[config.mk]
export PLATFORM = sky130hd
export DESIGN_NAME = reg_op_unit
export DESIGN_NICKNAME = d
export VERILOG_FILES = /design/src/rtl/rop_pkg.sv /design/src/rtl/rop_grp1.sv /design/src/rtl/rop_grp2.sv /design/src/rtl/rop_grp3.sv /design/src/rtl/rop_multi.sv /design/src/rtl/reg_op_unit.sv
export SDC_FILE = /design/constraint.sdc
export NUM_CORES = 1
export LEC_CHECK = 0
export BUFFER_PORTS_ARGS = -buffer_cell sky130_fd_sc_hd__clkbuf_2
export CORE_MARGIN = 5
export CORE_UTILIZATION = 42
export CTS_CLUSTER_DIAMETER = 30
export DETAILED_ROUTE_END_ITERATION = 10
export GPL_ROUTABILITY_DRIVEN = 1
export PLACE_DENSITY = 0.65
export REMOVE_ABC_BUFFERS = 1
export SLEW_MARGIN = 20
export SYNTH_ARGS = -nofsm -noshare
export SYNTH_HDL_FRONTEND = slang
export SYNTH_SLANG_ARGS = --single-unit
[constraint.sdc]
create_clock -name clk -period 1.6 [get_ports clk]
set_clock_uncertainty 0.05 [all_clocks]
set_input_delay 0.16 -clock clk [delete_from_list [all_inputs] [get_ports clk]]
set_output_delay 0.16 -clock clk [all_outputs]
set_load 0.1 [all_outputs]
[src/rtl/rop_pkg.sv]
package rop_pkg;
  localparam int SEL_BIT  = 9;   // B10: target register select
  localparam int FAM_LSB  = 10;  // B11 upward: family field
  localparam int CNT_BIT  = 8;   // B9: counted shift group marker

  typedef enum logic [2:0] {
    FAM_NONE  = 3'd0,
    FAM_G1    = 3'd1,
    FAM_G2    = 3'd2,
    FAM_G3    = 3'd3,
    FAM_CNT   = 3'd4
  } fam_e;
endpackage

[src/rtl/rop_grp1.sv]
module rop_grp1 #(
  parameter int W = 17
) (
  input  logic [W-1:0] op_i,
  input  logic [W-1:0] x_i,
  input  logic         c_i,
  output logic [W-1:0] x_o,
  output logic         c_o,
  output logic         skip_o
);
  localparam int D = W - 1;

  logic [D-1:0] d;
  logic [W-1:0] y;
  logic         c;

  always_comb begin
    c = op_i[8] ? 1'b0 : c_i;
    d = x_i[D-1:0];
    if (op_i[6]) begin
      d = op_i[7] ? {d[D-2:0], 1'b0} : {1'b0, d[D-1:1]};
    end else if (op_i[5]) begin
      if (op_i[4]) begin
        if (op_i[7]) begin
          d = {d[D-2:0], c};
          c = x_i[D-1];
        end else begin
          d = {c, d[D-1:1]};
          c = x_i[0];
        end
      end else begin
        d = op_i[7] ? {d[D-2:0], d[D-1]} : {d[0], d[D-1:1]};
      end
    end
    y = {x_i[W-1], d};
    if (op_i[2])      y = y + 1'b1;
    else if (op_i[3]) y = y - 1'b1;
    x_o    = y;
    c_o    = c;
    skip_o = (op_i[1] & ~y[D-1]) | (op_i[0] & ~y[0]);
  end
endmodule

[src/rtl/rop_grp2.sv]
module rop_grp2 #(
  parameter int W = 17
) (
  input  logic [W-1:0] op_i,
  input  logic [W-1:0] x_i,
  input  logic         c_i,
  input  logic [W-1:0] sw_i,
  output logic [W-1:0] x_o,
  output logic         c_o,
  output logic         skip_o
);
  localparam int D = W - 1;
  localparam int H = D / 2;

  always_comb begin
    c_o    = op_i[5] ? ~c_i : c_i;
    skip_o = op_i[4];
    x_o    = x_i;
    if (op_i[3]) x_o = {x_i[W-1], x_i[H-1:0], x_i[D-1:H]};
    if (op_i[2]) x_o[W-1] = 1'b0;
    if (op_i[1]) x_o[W-1] = ~x_o[W-1];
    if (op_i[0]) x_o = sw_i;
  end
endmodule

[src/rtl/rop_grp3.sv]
module rop_grp3 #(
  parameter int W = 17
) (
  input  logic [W-1:0] op_i,
  input  logic [W-1:0] x_i,
  input  logic         c_i,
  input  logic         gt_i,
  output logic [W-1:0] x_o,
  output logic         gt_o,
  output logic         skip_o
);
  logic sense, any_test, all_ok;

  always_comb begin
    sense    = op_i[8];
    any_test = op_i[7] | op_i[6] | op_i[5] | op_i[3];
    all_ok   = (~op_i[7] | (x_i[W-1] == sense))
             & (~op_i[6] | ((|x_i) == sense))
             & (~op_i[5] | (c_i == sense))
             & (~op_i[3] | (gt_i == sense));
    skip_o   = any_test & all_ok;
    gt_o     = op_i[2] ? 1'b0 : gt_i;
    x_o      = op_i[1] ? '0 : x_i;
    if (op_i[0]) x_o = ~x_o;
  end
endmodule

[src/rtl/rop_multi.sv]
module rop_multi #(
  parameter int W = 17
) (
  input  logic [W-1:0] op_i,
  input  logic [W-1:0] x_i,
  output logic [W-1:0] x_o
);
  localparam int D = W - 1;

  logic [2*D-1:0] wide;
  logic [D-1:0]   d, r;
  logic [3:0]     n;

  always_comb begin
    d    = x_i[D-1:0];
    n    = op_i[3:0];
    wide = '0;
    unique case (op_i[7:6])
      2'b00: begin
        wide = {d, d} >> n;
        r    = wide[D-1:0];
      end
      2'b01: begin
        wide = (op_i[4] ? {{D{x_i[W-1]}}, d} : {{D{1'b0}}, d}) >> n;
        r    = wide[D-1:0];
      end
      2'b10: begin
        wide = {d, d} << n;
        r    = wide[2*D-1:D];
      end
      default: r = d << n;
    endcase
    x_o = {x_i[W-1], r};
  end
endmodule

[src/rtl/reg_op_unit.sv]
module reg_op_unit
  import rop_pkg::*;
#(
  parameter int W = 17
) (
  input  logic         clk,
  input  logic         rst_n,
  input  logic [W-1:0] op_i,
  input  logic [W-1:0] a_i,
  input  logic [W-1:0] b_i,
  input  logic         cf_i,
  input  logic         gt_i,
  input  logic [W-1:0] sw_i,
  output logic [W-1:0] a_o,
  output logic [W-1:0] b_o,
  output logic         cf_o,
  output logic         gt_o,
  output logic         skip_o
);
  localparam int FW = W - FAM_LSB;

  // reset release synchroniser
  logic [1:0] rst_sync;
  logic       rst_q;
  always_ff @(posedge clk or negedge rst_n) begin
    if (!rst_n) rst_sync <= 2'b00;
    else        rst_sync <= {rst_sync[0], 1'b1};
  end
  assign rst_q = rst_sync[1];

  // family decode
  fam_e fam;
  logic [FW-1:0] fam_f;
  assign fam_f = op_i[W-1:FAM_LSB];
  always_comb begin
    if (fam_f == FW'(1))                          fam = FAM_G1;
    else if (fam_f == FW'(2))                     fam = FAM_G2;
    else if (fam_f == FW'(3))                     fam = FAM_G3;
    else if (fam_f == '0 && op_i[CNT_BIT])        fam = FAM_CNT;
    else                                          fam = FAM_NONE;
  end

  logic         sel_a;
  logic [W-1:0] x_sel;
  assign sel_a = op_i[SEL_BIT];
  assign x_sel = sel_a ? a_i : b_i;

  logic [W-1:0] x1, x2, x3, xm;
  logic         c1, c2, g3, s1, s2, s3;

  rop_grp1  #(.W(W)) g1_i (.op_i(op_i), .x_i(x_sel), .c_i(cf_i),
                           .x_o(x1), .c_o(c1), .skip_o(s1));
  rop_grp2  #(.W(W)) g2_i (.op_i(op_i), .x_i(x_sel), .c_i(cf_i), .sw_i(sw_i),
                           .x_o(x2), .c_o(c2), .skip_o(s2));
  rop_grp3  #(.W(W)) g3_i (.op_i(op_i), .x_i(x_sel), .c_i(cf_i), .gt_i(gt_i),
                           .x_o(x3), .gt_o(g3), .skip_o(s3));
  rop_multi #(.W(W)) gm_i (.op_i(op_i), .x_i(x_sel), .x_o(xm));

  // next-state
  logic [W-1:0] x_n, a_n, b_n;
  logic         c_n, g_n, s_n;
  always_comb begin
    x_n = x_sel;
    c_n = cf_i;
    g_n = gt_i;
    s_n = 1'b0;
    unique case (fam)
      FAM_G1:  begin x_n = x1; c_n = c1; s_n = s1; end
      FAM_G2:  begin x_n = x2; c_n = c2; s_n = s2; end
      FAM_G3:  begin x_n = x3; g_n = g3; s_n = s3; end
      FAM_CNT: begin x_n = xm; end
      default: ;
    endcase
    a_n = sel_a ? x_n : a_i;
    b_n = sel_a ? b_i : x_n;
  end

  // state registers, loaded every cycle
  logic ld_en;
  assign ld_en = 1'b1;
  always_ff @(posedge clk or negedge rst_q) begin
    if (!rst_q) begin
      a_o    <= '0;
      b_o    <= '0;
      cf_o   <= 1'b0;
      gt_o   <= 1'b0;
      skip_o <= 1'b0;
    end else if (ld_en) begin
      a_o    <= a_n;
      b_o    <= b_n;
      cf_o   <= c_n;
      gt_o   <= g_n;
      skip_o <= s_n;
    end
  end

  // assertions
  a_r1_b_kept: assert property (@(posedge clk) disable iff (!rst_q)
    op_i[SEL_BIT] |=> b_o == $past(b_i));
  a_r1_a_kept: assert property (@(posedge clk) disable iff (!rst_q)
    !op_i[SEL_BIT] |=> a_o == $past(a_i));
  a_r1_other_quiet: assert property (@(posedge clk) disable iff (!rst_q)
    (fam == FAM_NONE) |=> (!skip_o && cf_o == $past(cf_i) && a_o == $past(a_i)));
  a_r8_cnt_flags: assert property (@(posedge clk) disable iff (!rst_q)
    (fam == FAM_CNT) |=> (!skip_o && cf_o == $past(cf_i) && gt_o == $past(gt_i)));
  a_r8_cnt_sign: assert property (@(posedge clk) disable iff (!rst_q)
    (fam == FAM_CNT && op_i[SEL_BIT]) |=> a_o[W-1] == $past(a_i[W-1]));
  a_r2_sign_kept: assert property (@(posedge clk) disable iff (!rst_q)
    (fam == FAM_G1 && (op_i[6] | op_i[5]) && !op_i[2] && !op_i[3] && op_i[SEL_BIT])
      |=> a_o[W-1] == $past(a_i[W-1]));
  a_r6_gt_only_g3: assert property (@(posedge clk) disable iff (!rst_q)
    (fam != FAM_G3) |=> gt_o == $past(gt_i));
endmodule

After elaboration in Yosys (flattened, before gate mapping)
Index checks and enable logic that the tools add are counted.
W data, S select, Z words.

storage, ports and cells
  logic and storage cells = 86
  output and inout bits = 37
  register bits = 39
  memories kept = 0
  memory bits (writable) = 0
  latch bits = 0
  input port bits = 72
  ROM bits = 0

cells by class
  bitwise operators = 23
  equal/unequal tests = 13
  $add $sub $neg = 2
  magnitude comparators = 0
  reductions and logical operators = 4
  mux-type cells = 34
  shift-type cells = 4
  div/mod/pow operators = 0
  multiply operators = 0

operators with widths
  cell                     count
  $mux W17                 8
  $mux W16                 7
  $pmux W17 S4             1
  $shr A32 B4 Y16          2
  $pmux W16 S3             1
  $mux W32                 1
  $shl A32 B4 Y32          1
  $add A17 B1 Y17 const B  1
  $not A17 Y17             1
  $reduce_or A17 Y1        1
  $sub A17 B1 Y17 const B  1
  $shl A16 B4 Y16          1
  $eq A7 B2 Y1 const B     2
  $mux W3                  4
  $mux W1                  10
  $not A1 Y1               8
  $or A1 B1 Y1             8
  $eq A7 B1 Y1 const B     1
  $logic_not A7 Y1         1
  $and A1 B1 Y1            6
  $eq A3 B2 Y1 const B     2
  $eq A1 B1 Y1             4
  $eq A3 B1 Y1 const B     1
  $eq A3 B3 Y1 const B     1
  other kinds (6)          6

Logic depth before layout (Yosys ltp)
  word-level depth = 12
  mapped depth = 15
  gate-level depth less buffers = 14

By module
From an unflattened synthesis, not the netlist that was laid out.

second synthesis, totals
  cell total of the unflattened synthesis = 688
  area, all modules = 6,259.8 um^2

modules (own cells, without submodules)
  module       instances  seq. area each (um^2)  area each (um^2)  cells each
  reg_op_unit  1          975.9                  2,260.9           182
  rop_multi    1          0.0                    2,108.3           241
  rop_grp1     1          0.0                    1,097.3           150
  rop_grp2     1          0.0                    405.4             60
  rop_grp3     1          0.0                    387.9             55

Worst setup path after synthesis
No wires, ideal clock.

  kind = input -> register
  start point = in op_i[9]
  end point = reg a_o[12]
  setup slack = -1,518 ps
  stages on the path = 14
  library setup time = 126 ps
  buffers on the path = 2
  data arrival time = 2,942 ps
  required time = 1,424 ps
  cell sequence = buf_6 -> mux2i_1 -> a2bb2oi_1 -> and2_1 -> buf_2 -> ha_1 -> and3b_1 -> nor4b_1 -> o31ai_1 -> nand4bb_1 -> o22ai_1 -> xnor2_1 -> nor2_1 -> o32a_1

on the way
  longest elaborated chain between the ends = 10
  elaborated cells on any way between the ends = 24
  those cells by class = add/sub (2); shift (4); mux (17); bitwise (1)

ends and longest elaborated chain
  what                                line                            text
  start: declaration                  reg_op_unit.sv:8                input logic [W-1:0] op_i,
  $mux W17                            reg_op_unit.sv:46               assign x_sel = sel_a ? a_i : b_i;
  $mux W16, on equally long branches  rop_grp1.sv:32, rop_grp1.sv:24
  $mux W16                            rop_grp1.sv:23                  if (op_i[4]) begin
  $mux W16                            rop_grp1.sv:22                  end else if (op_i[5]) begin
  $mux W16                            rop_grp1.sv:20                  if (op_i[6]) begin
  $sub A17 B1 Y17                     rop_grp1.sv:37                  else if (op_i[3]) y = y - 1'b1;
  $mux W17                            rop_grp1.sv:37
  $mux W17                            rop_grp1.sv:36                  if (op_i[2]) y = y + 1'b1;
  $pmux W17 S4                        reg_op_unit.sv:67               unique case (fam)
  $mux W17 (*)                        reg_op_unit.sv:74               a_n = sel_a ? x_n : a_i;
  via a_n[12]                         reg_op_unit.sv:60               logic [W-1:0] x_n, a_n, b_n;
  end signal: assignment              reg_op_unit.sv:89               a_o <= a_n;
  end: declaration                    reg_op_unit.sv:14               output logic [W-1:0] a_o,

Mark *: on every way through the listed nets, which the timed path passes. The rest lies on a longest branch.

Worst setup path in the final report
  start point = in op_i[9]
  end point = reg b_o[6]

on the way
  longest elaborated chain between the ends = 10
  elaborated cells on any way between the ends = 24
  those cells by class = add/sub (2); shift (4); mux (17); bitwise (1)

ends and longest elaborated chain
  what                                line                            text
  $mux W17                            reg_op_unit.sv:46
  $mux W16, on equally long branches  rop_grp1.sv:32, rop_grp1.sv:24
  $mux W16                            rop_grp1.sv:23
  $mux W16                            rop_grp1.sv:22
  $mux W16                            rop_grp1.sv:20
  $sub A17 B1 Y17                     rop_grp1.sv:37
  $mux W17                            rop_grp1.sv:37
  $mux W17                            rop_grp1.sv:36
  $pmux W17 S4                        reg_op_unit.sv:67
  $mux W17 (*)                        reg_op_unit.sv:75               b_n = sel_a ? b_i : x_n;
  via b_n[6]                          reg_op_unit.sv:60
  end signal: assignment              reg_op_unit.sv:90               b_o <= b_n;
  end: declaration                    reg_op_unit.sv:15               output logic [W-1:0] b_o,

Marked as above.

==> flow_summary.yaml <==
status:
  status: "complete, but fails checks"
  violations: "setup timing"
clock_tree:
  cts.sinks: 39
  cts-root-buf: "clkbuf_16"
  clkLatencyLatePin_ns: 0.29
  cts_buffer_depth: 2
  clk_pin_slew_ns: 0.06
  h-tree-depth: 2
  cts_tree: "done"
  numCtsBuffers: 5
finish:
  fin_cells: 1521
  final_common_cell: "buf_4"
  mostFrequentLayoutCells: "buf_4 (331), clkbuf_2 (106), nor2_1 (78)"
  num-nets-final: 1369
  fill_cells: 1486
  regArea_um2: 975.9
  drive_gt1_share_pct: 51.58
  fin_util_pct: 66.61
  syn_to_final_growth_pct: 56.53
  multi_input_area_um2: 6504
hold_path:
  hp-class: "input port to flip-flop"
  hold_end: "gt_o$_DFF_PN0_"
  hold_depth: 2
  worstHoldStart: "gt_i"
floorplan:
  core_um2: 17240
  fp.dieW_um: 142.2
  ios: 109
  die_area_um2: 20210
  die_height_um: 142.2
  rows: 48
  initial_core_util_pct: 42.55
grt:
  grt_pass1_vias: 9607
  antenna_found_initial: 1
  grt_pass1_wl_um: 61600
  grt_max_degree: 38
  track_usage_pct: 40.50
  grt_overflow: 0
power_and_ir_drop:
  ir_drop_v: 0.001031
  powerDensity_nw_per_um2: 541.4
  power.leakage_nw: 4.983
  totalPowerFinal_w: 0.006216
setup_path:
  r2r_start: "rst_sync[1]$_DFF_PN0_"
  crit_required_ns: 1.72
  timing.critical_path.from: "op_i[9]"
  arrival_ns: 2.86
  critPathCaptureType: "flip-flop"
  r2r_end: "a_o[1]$_DFF_PN0_"
  critPathMaxFanout: 5
  regToRegSetupSlack_ns: 0.89
  r2r_cells: 1
  start_kind: "input port"
  worst-setup-path-type: "input port to flip-flop"
timing:
  timing.final.hold_violations: 0
  fin_crit_sh_pct: 170.8
  maxSlewViolCount: 0
  slew_headroom_pct: 47.62
  finalWorstSetupSlack_ns: -1.133
  max_freq_mhz: 365.9
  fin_crit_ns: 2.733
  setup_viol_count_final: 35
  fin_setup_tns_ns: -34.22
  grt_setup_unrepaired: "yes"
  tightestPinTransition_ns: 0.7810
yosys:
  yosys.cell_types.count: 86
  synth_ff_type: "dfrtp_1"
  synthArstFlopShare_pct: 100.0
  yosys.area_share.simple_pct: 18.94
  ys_ff_latch: 39
  synth-seq-area-share_pct: 13.31
  syn_area_per_cell_um2: 8.007
  synth_top_family_by_area: "compound AO/OA/AOI/OAI gates"
  netlist_area_um2: 7335
  synth-compound-area-share_pct: 28.88
  synthMuxAreaShare_pct: 28.59
  synth-edff-count: 0
  yosys.area_share.xor_xnor_pct: 2.747
  yosysWarnings: 0
  synthAdderAreaFrac_pct: 0.5118
  synthCells: 916
run:
  max-cap-violations: 0
routing:
  drtAntennaViolNets: 0
  routed_wl_um: 42570
  drt_iter0_markers: 1671
  via_per_inst: 6.725
  drt-pass1-iter-count: 6
  wl_per_cell_um: 27.99
  vias: 10229
  drc_errors: 0
placement:
  io_buffers: 108
  place_inst: 1492
  post-place-ws_ns: -1.735
  hpwl_um: 33650
  place_congestion: 1.144
==> sequential cells by signal (all words and copies together) (netlist names) <==
name,count
rst_sync,2
b_o,17
cf_o,1
skip_o,1
a_o,17
gt_o,1
==> worst max path at each step <==
stage | endpoint | cells past startpoint
finish | b_o[6]$_DFF_PN0_ | 13
global route | a_o[6]$_DFF_PN0_ | 13
CTS | a_o[6]$_DFF_PN0_ | 15
detailed placement | b_o[12]$_DFF_PN0_ | 13
global placement | b_o[12]$_DFF_PN0_ | 13
floorplan | b_o[12]$_DFF_PN0_ | 12
==> timing repair <==
item	4_1_cts	5_1_grt
hold buffers	1	0
resized for setup	91	65
endpoints found under the hold margin	2	0
buffers inserted	12	8
endpoints found under the setup margin	37	37
cloned	2	0
pin swaps	41	50
==> cells by family (layout without fill, tap and decap cells) <==
logic type,after synthesis,count (layout)
AOI/OAI and AO/OA,294,294
and+or+nand+nor,291,291
muxes,155,155
buffers and inverters,110,489
DFF,39,39
xor gates and xnor gates,23,23
adders and majority gates,3,3
other,1,2
==> routing by layer <==
metal / global-route usage (%) / part of all wire [%] / vias to the layer above / wire length [µm]
met3: 10.45 / 15 / 155 / 6413
met2: 59.18 / 41 / 908 / 17500
met5: 0 / 0 / - / 0
met1: 56.89 / 38 / 4834 / 16360
li1: - / - / 4332 / -
met4: 16.41 / 5.4 / 0 / 2306
==> worst max-delay path, stage by stage <==
cell,delay (ns)
buf_12,0.12
mux2_4,0.33
o2111ai_4,0.24
and2_4,0.21
ha_4,0.12
and3b_2,0.21
nor4b_4,0.28
o31ai_4,0.13
buf_4,0.15
o21a_1,0.17
xor2_1,0.14
a211o_1,0.30
mux2_4,0.27
==> cell usage after synthesis (5+ instances only) <==
cell type | number | area (µm²)
buf_2 | 23 | 115.1
a221oi_1 | 12 | 105.1
nand2_1 | 78 | 292.8
inv_1 | 5 | 18.77
a21oi_1 | 52 | 260.3
o31ai_1 | 8 | 60.06
a311oi_1 | 5 | 43.79
clkbuf_1 | 59 | 221.5
nor4_1 | 6 | 37.54
nand3_1 | 34 | 170.2
buf_6 | 6 | 67.56
nor2b_1 | 5 | 31.28
nand2b_1 | 7 | 43.79
o221ai_1 | 13 | 113.9
xor2_1 | 7 | 61.31
mux4_2 | 36 | 810.8
o21ai_0 | 42 | 210.2
and2_1 | 7 | 43.79
a31oi_1 | 13 | 81.33
nor3_1 | 39 | 195.2
o32a_1 | 14 | 140.1
mux2_2 | 47 | 529.3
xnor2_1 | 16 | 140.1
o22a_1 | 9 | 78.83
o211ai_1 | 22 | 165.2
nand4_1 | 6 | 37.54
mux2i_1 | 66 | 660.6
dfrtp_1 | 39 | 975.9
o22ai_1 | 20 | 125.1
nor2_1 | 84 | 315.3
a211oi_1 | 23 | 172.7
==> area by class of cell <==
| type | count | share of cell area (%) |
|---|---|---|
| sequential | 39 | 8.500 |
| antenna | 1 | 0.02180 |
| tap | 225 | 2.452 |
| clock inverter | 3 | 0.4141 |
| inverter | 12 | 0.4359 |
| timing repair buffer | 469 | 30.44 |
| multi-input combinational | 767 | 56.65 |
| clock buffer | 5 | 1.090 |
==> report_power, final <==
group	internal [W]	switching [W]	leakage (nW)
combinational	0.00161	0.00235	4.44
sequential	0.00104	0.0000229	0.458
clock	0.000744	0.000442	0.0844
total	0.00340	0.00281	4.98
==> per-stage QoR <==
stage / cell area, µm² / hold WS, ns
2_1_floorplan: 6868 / -0.1856
3_3_place_gp: 10340 / -0.1014
3_5_place_dp: 10340 / -0.09970
4_1_cts: 11140 / 0.1061
5_1_grt: 11480 / 0.1179
6_report: 11480 / 0.1255
(Power assumes the default switching activity.)
